### config.mk
export PLATFORM = sky130hd
export DESIGN_NAME = gpio_irq_unit
export DESIGN_NICKNAME = d
export VERILOG_FILES = /design/src/rtl/gpio_pkg.sv /design/src/rtl/gpio_sync.sv /design/src/rtl/gpio_detect.sv /design/src/rtl/gpio_regs.sv /design/src/rtl/gpio_irq_unit.sv
export SDC_FILE = /design/constraint.sdc
export NUM_CORES = 1
export LEC_CHECK = 0
export ABC_AREA = 1
export BUFFER_PORTS_ARGS = -buffer_cell sky130_fd_sc_hd__buf_2
export CAP_MARGIN = 10
export CORE_UTILIZATION = 64
export CTS_BUF_LIST = sky130_fd_sc_hd__clkbuf_4 sky130_fd_sc_hd__clkbuf_8
export CTS_CLUSTER_SIZE = 28
export DETAILED_ROUTE_END_ITERATION = 8
export PLACE_DENSITY_LB_ADDON = 0.05
export RECOVER_POWER = 50
export SYNTH_ARGS = -nofsm -noshare
export SYNTH_HDL_FRONTEND = slang
export SYNTH_HIERARCHICAL = 1
export SYNTH_SLANG_ARGS = --single-unit
### constraint.sdc
create_clock -name clk -period 2.3 [get_ports clk]
set_input_delay 0.115 -clock clk [delete_from_list [all_inputs] [get_ports clk]]
set_output_delay 0.115 -clock clk [all_outputs]
set_load 0.02 [all_outputs]
### src/rtl/gpio_pkg.sv
package gpio_pkg;

  localparam int STYLE_W       = 3;
  localparam int LINES_PER_REG = 8;
  localparam int STYLE_BITS    = STYLE_W * LINES_PER_REG;

  localparam logic [STYLE_W-1:0] STY_HIGH = 3'd0;
  localparam logic [STYLE_W-1:0] STY_LOW  = 3'd1;
  localparam logic [STYLE_W-1:0] STY_RISE = 3'd2;
  localparam logic [STYLE_W-1:0] STY_FALL = 3'd3;
  localparam logic [STYLE_W-1:0] STY_BOTH = 3'd4;

  typedef enum logic [2:0] {
    RA_DRIVE  = 3'd0,
    RA_DIR    = 3'd1,
    RA_LEVEL  = 3'd2,
    RA_STY_LO = 3'd3,
    RA_STY_HI = 3'd4,
    RA_STAT   = 3'd5
  } reg_addr_e;

endpackage

### src/rtl/gpio_sync.sv
module gpio_sync #(
  parameter int N      = 16,
  parameter int STAGES = 2
) (
  input  logic         clk,
  input  logic         rst,
  input  logic [N-1:0] din,
  output logic [N-1:0] dout
);

  generate
    if (STAGES <= 1) begin : g_single
      logic [N-1:0] stage_q;
      always_ff @(posedge clk) begin
        if (rst) stage_q <= '0;
        else     stage_q <= din;
      end
      assign dout = stage_q;
    end else begin : g_chain
      logic [STAGES-1:0][N-1:0] chain_q;
      always_ff @(posedge clk) begin
        if (rst) chain_q <= '0;
        else     chain_q <= {chain_q[STAGES-2:0], din};
      end
      assign dout = chain_q[STAGES-1];
    end
  endgenerate

endmodule

### src/rtl/gpio_detect.sv
module gpio_detect
  import gpio_pkg::*;
#(
  parameter int N = 16
) (
  input  logic                       clk,
  input  logic                       rst,
  input  logic [N-1:0]               lvl,
  input  logic [N-1:0][STYLE_W-1:0]  style,
  input  logic [N-1:0]               clr,
  output logic [N-1:0]               stat
);

  logic [N-1:0] prev_q;
  logic [N-1:0] hit;
  logic [N-1:0] stat_q;

  generate
    for (genvar i = 0; i < N; i++) begin : g_line
      logic c;
      always_comb begin
        case (style[i])
          STY_HIGH: c = lvl[i];
          STY_LOW:  c = ~lvl[i];
          STY_RISE: c = lvl[i] & ~prev_q[i];
          STY_FALL: c = ~lvl[i] & prev_q[i];
          STY_BOTH: c = lvl[i] ^ prev_q[i];
          default:  c = 1'b0;
        endcase
      end
      assign hit[i] = c;

      // a bit not being cleared keeps its value
      a_r8_no_clear_holds: assert property (@(posedge clk) disable iff (rst)
        (stat_q[i] && !clr[i]) |=> stat_q[i]);

      // a level condition that holds forces the flag on the next edge
      a_r9_level_sticks: assert property (@(posedge clk) disable iff (rst)
        ((style[i] == STY_HIGH && lvl[i]) || (style[i] == STY_LOW && !lvl[i])) |=> stat_q[i]);

      // an edge-style flag only rises after a change of the sampled level
      a_r6_edge_origin: assert property (@(posedge clk) disable iff (rst)
        ($rose(stat_q[i]) && ($past(style[i]) == STY_RISE || $past(style[i]) == STY_FALL ||
                              $past(style[i]) == STY_BOTH))
        |-> ($past(lvl[i]) != $past(prev_q[i])));
    end
  endgenerate

  always_ff @(posedge clk) begin
    if (rst) begin
      prev_q <= '0;
      stat_q <= '0;
    end else begin
      prev_q <= lvl;
      stat_q <= (stat_q & ~clr) | hit;
    end
  end

  assign stat = stat_q;

endmodule

### src/rtl/gpio_regs.sv
module gpio_regs
  import gpio_pkg::*;
#(
  parameter int N      = 16,
  parameter int ADDR_W = 3,
  parameter int DATA_W = 32
) (
  input  logic                      clk,
  input  logic                      rst,
  input  logic                      req_valid,
  input  logic                      req_write,
  input  logic [ADDR_W-1:0]         req_addr,
  input  logic [DATA_W-1:0]         req_wdata,
  output logic [DATA_W-1:0]         rsp_rdata,
  input  logic [N-1:0]              lvl,
  input  logic [N-1:0]              stat,
  output logic [N-1:0]              drive_q,
  output logic [N-1:0]              dir_q,
  output logic [N-1:0][STYLE_W-1:0] style,
  output logic [N-1:0]              clr
);

  localparam int PAD_N = DATA_W - N;
  localparam int PAD_S = DATA_W - STYLE_BITS;

  logic [STYLE_BITS-1:0] sty_lo_q;
  logic [STYLE_BITS-1:0] sty_hi_q;
  logic [DATA_W-1:0]     rdata_q;
  logic [DATA_W-1:0]     rd_mux;
  logic                  wr_en;
  logic                  rd_en;
  reg_addr_e             addr;

  assign wr_en = req_valid && req_write;
  assign rd_en = req_valid && !req_write;
  assign addr  = reg_addr_e'(req_addr);
  assign clr   = (wr_en && addr == RA_STAT) ? req_wdata[N-1:0] : '0;

  generate
    for (genvar i = 0; i < N; i++) begin : g_sty
      if (i < LINES_PER_REG) begin : g_lo
        assign style[i] = sty_lo_q[i*STYLE_W +: STYLE_W];
      end else begin : g_hi
        assign style[i] = sty_hi_q[(i-LINES_PER_REG)*STYLE_W +: STYLE_W];
      end
    end
  endgenerate

  always_comb begin
    case (addr)
      RA_DRIVE:  rd_mux = {{PAD_N{1'b0}}, drive_q};
      RA_DIR:    rd_mux = {{PAD_N{1'b0}}, dir_q};
      RA_LEVEL:  rd_mux = {{PAD_N{1'b0}}, lvl};
      RA_STY_LO: rd_mux = {{PAD_S{1'b0}}, sty_lo_q};
      RA_STY_HI: rd_mux = {{PAD_S{1'b0}}, sty_hi_q};
      RA_STAT:   rd_mux = {{PAD_N{1'b0}}, stat};
      default:   rd_mux = '0;
    endcase
  end

  always_ff @(posedge clk) begin
    if (rst) begin
      drive_q  <= '0;
      dir_q    <= '1;
      sty_lo_q <= '0;
      sty_hi_q <= '0;
      rdata_q  <= '0;
    end else begin
      if (wr_en) begin
        case (addr)
          RA_DRIVE:  drive_q  <= req_wdata[N-1:0];
          RA_DIR:    dir_q    <= req_wdata[N-1:0];
          RA_STY_LO: sty_lo_q <= req_wdata[STYLE_BITS-1:0];
          RA_STY_HI: sty_hi_q <= req_wdata[STYLE_BITS-1:0];
          default:   ;
        endcase
      end
      if (rd_en) rdata_q <= rd_mux;
    end
  end

  assign rsp_rdata = rdata_q;

  // read data only moves after a read request
  a_r11_rdata_holds: assert property (@(posedge clk) disable iff (rst)
    !rd_en |=> $stable(rsp_rdata));

endmodule

### src/rtl/gpio_irq_unit.sv
module gpio_irq_unit
  import gpio_pkg::*;
#(
  parameter int N           = 16,
  parameter int ADDR_W      = 3,
  parameter int DATA_W      = 32,
  parameter int SYNC_STAGES = 2
) (
  input  logic              clk,
  input  logic              rst,
  input  logic              req_valid,
  input  logic              req_write,
  input  logic [ADDR_W-1:0] req_addr,
  input  logic [DATA_W-1:0] req_wdata,
  output logic [DATA_W-1:0] rsp_rdata,
  input  logic [N-1:0]      pin_in,
  output logic [N-1:0]      pin_out,
  output logic [N-1:0]      pin_oe,
  output logic [N-1:0]      irq
);

  logic [N-1:0]              lvl;
  logic [N-1:0]              stat;
  logic [N-1:0]              drive_q;
  logic [N-1:0]              dir_q;
  logic [N-1:0]              clr;
  logic [N-1:0][STYLE_W-1:0] style;

  gpio_sync #(.N(N), .STAGES(SYNC_STAGES)) u_sync (
    .clk  (clk),
    .rst  (rst),
    .din  (pin_in),
    .dout (lvl)
  );

  gpio_regs #(.N(N), .ADDR_W(ADDR_W), .DATA_W(DATA_W)) u_regs (
    .clk       (clk),
    .rst       (rst),
    .req_valid (req_valid),
    .req_write (req_write),
    .req_addr  (req_addr),
    .req_wdata (req_wdata),
    .rsp_rdata (rsp_rdata),
    .lvl       (lvl),
    .stat      (stat),
    .drive_q   (drive_q),
    .dir_q     (dir_q),
    .style     (style),
    .clr       (clr)
  );

  gpio_detect #(.N(N)) u_detect (
    .clk   (clk),
    .rst   (rst),
    .lvl   (lvl),
    .style (style),
    .clr   (clr),
    .stat  (stat)
  );

  assign pin_out = drive_q;
  assign pin_oe  = ~dir_q;
  assign irq     = stat;

endmodule

### Word-level counts from Yosys, hierarchy flattened

Index checks and enable logic that the tools add are counted.

| cells by class | value |
|---|---|
| equality and inequality tests | 69 |
| multiplexer cells | 18 |
| bitwise operators | 84 |
| reduce and logical (&&, ||, !) cells | 25 |

Operator list:

| cell | count |
|---|---|
| 24-bit one-hot mux with 6 select lines | 1 |
| 3-bit by 2-bit equality test with 1-bit output (second input constant) | 34 |
| 1-bit one-hot mux with 5 select lines | 16 |
| 3-bit equality test (second input constant) | 18 |
| 3-bit by 1-bit equality test with 1-bit output (second input constant) | 17 |
| 3-bit logical NOT | 17 |
| 1-bit AND | 32 |
| 1-bit inverter | 32 |
| 16-bit inverter | 2 |
| 16-bit AND | 1 |
| 16-bit 2-to-1 mux | 1 |
| 16-bit bitwise OR | 1 |
| 1-bit bitwise XOR | 16 |
| 2-bit AND reduction | 4 |
| 1-bit logical AND | 3 |
| 1-bit logical NOT | 1 |

| word-level totals | value |
|---|---|
| register bits | 176 |
| input bits | 55 |
| output and inout port bits | 80 |
| word-level logic and storage cells | 205 |

### Longest topological paths before layout

| logic depth | value |
|---|---|
| depth after elaboration | 6 |
| depth in mapped cells | 9 |

### By module

The synthesis kept the hierarchy.

Modules (own cells, without submodules):

| module | instances | cells an instance | area each (um2) |
|---|---|---|---|
| gpio_regs | 1 | 688 | 5044.8 |
| gpio_detect | 1 | 411 | 2448.6 |
| gpio_sync | 1 | 115 | 1034.7 |
| gpio_irq_unit | 1 | 16 | 60.1 |

### Worst setup path after synthesis

Ideal clock, no wire load.

| path | value |
|---|---|
| path kind | input to register |
| start point | input port req_addr[0] |
| end point | register u_detect.stat_q[9], in the netlist u_detect/stat[9] |
| setup time | 0.119 ns |
| data arrival time | 1.169 ns |
| data required time | 2.181 ns |
| slack | 1.012 ns |
| stages | 8 |
| cell sequence | buf_4 -> buf_4 -> nand4_2 -> buf_2 -> nor2_1 -> nor2_1 -> a31oi_1 -> a21oi_2 |

| on the way | value |
|---|---|
| longest elaborated chain between the ends | 6 |

RTL lines:

| element | line | source |
|---|---|---|
| from (decl) | gpio_irq_unit.sv:13 | `input logic [ADDR_W-1:0] req_addr,` |
| 3-bit equality test | gpio_regs.sv:37 | `assign clr = (wr_en && addr == RA_STAT) ? req_wdata[N-1:0] : '0;` |
| 1-bit logical AND | gpio_regs.sv:37 |  |
| 16-bit 2-to-1 mux | gpio_regs.sv:37 |  |
| net clr[9] | gpio_irq_unit.sv:26 | `logic [N-1:0] clr;` |
| 16-bit inverter | gpio_detect.sv:55 | `stat_q <= (stat_q & ~clr) \| hit;` |
| 16-bit AND | gpio_detect.sv:55 |  |
| 16-bit bitwise OR | gpio_detect.sv:55 |  |
| to (signal assigned) | gpio_detect.sv:55 |  |
| to (decl) | gpio_detect.sv:16 | `logic [N-1:0] stat_q;` |

The timed path passes the listed nets, and every way through them passes these cells.
A chain may end at the register's enable or synchronous reset.

### Worst setup path after layout

| path | value |
|---|---|
| start point | input port req_addr[0] |
| end point | register u_regs.rdata_q[3], in the netlist u_regs/rsp_rdata[3] |

| on the way | value |
|---|---|
| longest elaborated chain between the ends | 2 |

RTL lines:

| element | line | source |
|---|---|---|
| 3-bit equality test, or another cell as far along | gpio_regs.sv:50 | `case (addr)` |
| 24-bit one-hot mux with 6 select lines (*) | gpio_regs.sv:50 |  |
| to (signal assigned) | gpio_regs.sv:78 | `if (rd_en) rdata_q <= rd_mux;` |
| to (decl) | gpio_regs.sv:28 | `logic [DATA_W-1:0] rdata_q;` |

Every way passes the cells marked *; elsewhere a longest branch is shown, timed or not.

==> load_flow_metrics.sql <==
INSERT INTO impl_metrics (metric_group, metric, value, unit) VALUES
('placement', 'place.detailed.hpwl', '16000', 'um'),
('grt', 'antenna_found_initial', '1', ''),
('grt', 'gr-total-overflow', '0', ''),
('route', 'wire_per_inst', '15.3', 'um'),
('placement', 'weighted_congestion_reported_at_the_end_of_routability_driven_placement', '0.906', ''),
('timing', 'worst_clock_skew', '14.2', 'ps'),
('yosys', 'synthCells', '1230', ''),
('floorplanning', 'rows', '41', ''),
('final_layout', 'post_route_cells_drive_above_1_share', '0.127', ''),
('floorplanning', 'ios', '135', ''),
('yosys', 'ys_seq_area_frac', '0.392', ''),
('hold_path', 'min-delay-path-class', 'in -> reg', ''),
('yosys', 'synth_cell_types', '30', ''),
('route', 'drt_iter0_markers', '931', ''),
('timing', 'fmax', '586', 'MHz'),
('final_layout', 'fin_nets', '1432', ''),
('yosys', 'synthesis.area_per_instance', '6.98', 'um2'),
('timing', 'shortest_period_the_worst_path_allows', '1710', 'ps'),
('placement', 'numPortBuffers', '118', ''),
('grt', 'vias_in_the_first_global_route', '7322', ''),
('timing', 'setup_total_negative_slack', '0', 'ps'),
('floorplanning', 'initial_core_util', '0.667', ''),
('clocking', 'ctsLongestPathBuffers', '2', ''),
('timing', 'worst_slew_margin_rel', '-0.0523', ''),
('clocking', 'cts.clk_slew.worst_paths', '80', 'ps'),
('worst_setup_path', 'setup.worst_path.start_class', 'input port', ''),
('yosys', 'synth_area', '0.00859', 'mm2'),
('route', 'drt_drc_violations_left', '0', ''),
('floorplanning', 'design.die.area', '0.0139', 'mm2'),
('status', 'status', 'complete, but fails checks', ''),
('timing', 'tightestPinTransition', '1580', 'ps'),
('yosys', 'synth_top_cell_area_share', '0.392', ''),
('timing', 'final.setup.worst_slack', '592', 'ps'),
('yosys', 'postSynthRegisterBits', '168', ''),
('clocking', 'h_tree_level_count', '4', ''),
('power', 'power.leakage', '4.66', 'nW'),
('worst_setup_path', 'cp-end-kind', 'register', ''),
('timing', 'timing_hold_violations_final', '0', ''),
('floorplanning', 'fp.dieW', '118', 'um'),
('worst_setup_path', 'worstPathArrival', '2100', 'ps'),
('floorplanning', 'placeable_core_area', '0.0129', 'mm2'),
('yosys', 'synth_largest_area_cell', 'sky130_fd_sc_hd__dfxtp_1', ''),
('timing', 'setup_repair_after_global_routing_missed_its_margin', 'false', ''),
('clocking', 'cts_inserted_buffers', '17', ''),
('floorplanning', 'floorplan.die.height', '118', 'um'),
('worst_setup_path', 'worstPathMaxFanout', '22', ''),
('timing', 'timing.final.max_slew_violations', '73', ''),
('worst_setup_path', 'cp.required', '2690', 'ps'),
('timing', 'final.period_utilization', '0.742', ''),
('worst_setup_path', 'criticalPathCategory', 'in -> reg', ''),
('clocking', 'post-cts-setup-buffer-count', '0', ''),
('route', 'detailroute.via_count', '8254', ''),
('route', 'ant_nets', '0', ''),
('clocking', 'cts_sink_count', '168', ''),
('route', 'drtPass1Iterations', '6', ''),
('clocking', 'cts_tree', 'built', ''),
('yosys', 'yosysWarnings', '6', ''),
('clocking', 'clock-root-buffer', 'sky130_fd_sc_hd__clkbuf_8', ''),
('yosys', 'synthTopCellsByArea', 'sky130_fd_sc_hd__dfxtp_1 (39%), sky130_fd_sc_hd__inv_1 (11%), sky130_fd_sc_hd__nand2_1 (8.4%)', ''),
('status', 'failed_checks', 'max-capacitance violations, max-slew violations', ''),
('power', 'power-per-cell-area', '647', 'mW/mm2'),
('grt', 'grt_use_total', '0.341', ''),
('grt', 'largest_net_degree_at_the_start_of_global_routing', '73', ''),
('final_layout', 'n_antenna_cell', '0', ''),
('flow_run', 'drv_cap', '1', ''),
('placement', 'placement.setup.worst_slack', '594', 'ps'),
('timing', 'setup_violation_total_in_the_final_timing_report', '0', ''),
('power', 'irDropWorstVdd', '0.827', 'mV'),
('grt', 'grt_pass1_wl', '37300', 'um'),
('clocking', 'later_pin_clock_latency_in_the_skew_report', '460', 'ps'),
('route', 'route.final.wire_length', '23400', 'um'),
('route', 'vias_per_cell', '5.40', ''),
('final_layout', 'area_delta_synth_final', '13.8', '%');
## cells in the mapped netlist
library cell / count
sky130_fd_sc_hd__o211ai_2: 8
sky130_fd_sc_hd__nor2_8: 3
sky130_fd_sc_hd__clkbuf_2: 1
sky130_fd_sc_hd__a21oi_2: 3
sky130_fd_sc_hd__nand2_2: 1
sky130_fd_sc_hd__ha_1: 32
sky130_fd_sc_hd__o21ai_1: 15
sky130_fd_sc_hd__nand3_4: 1
sky130_fd_sc_hd__inv_2: 6
sky130_fd_sc_hd__nand3_2: 11
sky130_fd_sc_hd__o211ai_1: 8
sky130_fd_sc_hd__clkbuf_1: 12
sky130_fd_sc_hd__inv_1: 250
sky130_fd_sc_hd__nand3_1: 79
sky130_fd_sc_hd__buf_6: 7
sky130_fd_sc_hd__nand4_1: 29
sky130_fd_sc_hd__nor2_2: 1
sky130_fd_sc_hd__nand4_2: 1
sky130_fd_sc_hd__nand2_1: 193
sky130_fd_sc_hd__buf_2: 27
sky130_fd_sc_hd__buf_8: 1
sky130_fd_sc_hd__a31oi_1: 16
sky130_fd_sc_hd__o21ai_0: 73
sky130_fd_sc_hd__nor2_1: 142
sky130_fd_sc_hd__conb_1: 1
sky130_fd_sc_hd__buf_4: 37
sky130_fd_sc_hd__inv_8: 1
sky130_fd_sc_hd__dfxtp_1: 168
sky130_fd_sc_hd__a21oi_1: 101
sky130_fd_sc_hd__inv_4: 2
## per-layer routing
layer / part of all wire / vias to the layer above / global-route usage / wire [um]
met5: 0.00051 / - / 0 / 12
met4: 0.025 / 2 / 0.118 / 581
met3: 0.098 / 45 / 0.0736 / 2280
met2: 0.44 / 436 / 0.524 / 10300
met1: 0.44 / 3732 / 0.473 / 10200
li1: - / 4039 / - / -
## through the flow
stage | instances | hold WS [ps] | power (W) | area [um2] | utilization
after floorplan | 1237 | 184 | 0.00365 | 8610 | -
after global placement | 1461 | 313 | 0.00384 | 9020 | 0.701
after detailed placement | 1461 | 320 | 0.00386 | 9020 | 0.701
after CTS | 1529 | 0.477 | 0.00633 | 9860 | 0.766
after global routing | 1529 | 2.68 | 0.00654 | 9770 | 0.759
final | 1529 | 19.8 | 0.00632 | 9770 | 0.759
## area by class of cell
| class | count | area [um2] |
|---|---|---|
| fill | 1057 | 3110 |
| multi-input combinational | 725 | 3660 |
| tap | 172 | 215 |
| timing repair buffer | 174 | 1080 |
| inverter | 259 | 985 |
| clock inverter | 7 | 165 |
| sequential | 168 | 3360 |
| clock buffer | 24 | 305 |
## report_power, final
part           internal, W  leakage (nW)  switching (W)  total, W
clock network      0.00142         0.233        0.00105   0.00247
registers          0.00301          1.37      0.0000999   0.00311
logic             0.000255          3.05       0.000481  0.000735
total              0.00469          4.66        0.00163   0.00632
## state kept, by name, indices dropped and copies added (netlist names)
name / flops
u_detect/prev_q: 16
u_sync/dout: 16
u_regs/drive_q: 16
u_regs/dir_q: 16
u_regs/rsp_rdata: 24
u_regs/sty_lo_q: 24
u_regs/sty_hi_q: 24
u_sync/g_chain.chain_q: 16
u_detect/stat: 16
## timing repair
item                                   CTS  global route
hold buffers                            37             0
endpoints found under the hold margin   62             0
gates resized for setup                  0             0
## cell usage in the layout, fill, tap and decap left out
cell / instances
sky130_fd_sc_hd__inv_1: 250
sky130_fd_sc_hd__nand2_1: 193
sky130_fd_sc_hd__dfxtp_1: 168
sky130_fd_sc_hd__nor2_1: 141
sky130_fd_sc_hd__a21oi_1: 101
sky130_fd_sc_hd__buf_2: 95
sky130_fd_sc_hd__nand3_1: 82
sky130_fd_sc_hd__o21ai_0: 73
sky130_fd_sc_hd__dlygate4sd3_1: 37
sky130_fd_sc_hd__ha_1: 32
sky130_fd_sc_hd__nand4_1: 29
sky130_fd_sc_hd__clkbuf_1: 25
sky130_fd_sc_hd__clkbuf_8: 20
sky130_fd_sc_hd__a31oi_1: 16
sky130_fd_sc_hd__o21ai_1: 15
sky130_fd_sc_hd__buf_4: 15
sky130_fd_sc_hd__o211ai_1: 14
sky130_fd_sc_hd__nand3_2: 9
sky130_fd_sc_hd__conb_1: 8
sky130_fd_sc_hd__inv_2: 6
sky130_fd_sc_hd__bufinv_16: 5
sky130_fd_sc_hd__clkbuf_4: 4
sky130_fd_sc_hd__a21oi_2: 3
sky130_fd_sc_hd__nor2_8: 3
sky130_fd_sc_hd__clkinvlp_4: 2
sky130_fd_sc_hd__inv_4: 2
sky130_fd_sc_hd__o211ai_2: 2
sky130_fd_sc_hd__nor2_2: 2
sky130_fd_sc_hd__clkbuf_2: 1
sky130_fd_sc_hd__nand2_2: 1
sky130_fd_sc_hd__inv_8: 1
sky130_fd_sc_hd__nand4_2: 1
sky130_fd_sc_hd__buf_12: 1
## cell families (layout without fill, tap and decap cells)
family | count (synthesis) | count (layout) | share of synthesized area
AND/OR/NAND/NOR | 461 | 461 | 0.238
adder cells (fa/ha/maj) | 32 | 32 | 0.0466
other | 1 | 8 | 0.000437
AO/OA/AOI/OAI | 224 | 224 | 0.144
buffers and inverters | 344 | 464 | 0.179
flip-flops | 168 | 168 | 0.392
## worst paths after layout
kind | from | depth (start not counted) | slack, ps | endpoint
worst max register to register | u_sync/dout[10] | 5 | 910 | u_detect/stat[10]
worst min register to register | u_sync/g_chain.chain_q[5] | 2 | 400 | u_sync/dout[5]
worst max-delay path | req_addr[0] | 7 | 590 | u_regs/rsp_rdata[3]
worst min-delay path | req_wdata[14] | 3 | 20 | u_regs/sty_lo_q[14]
## critical path, stage by stage
cell	delay, ps
sky130_fd_sc_hd__buf_2	240
sky130_fd_sc_hd__nor2_8	380
sky130_fd_sc_hd__clkbuf_1	780
sky130_fd_sc_hd__nand3_1	240
sky130_fd_sc_hd__nand2_1	140
sky130_fd_sc_hd__nor2_1	40
sky130_fd_sc_hd__a21oi_1	150
Power figures use the tool's default switching activity.
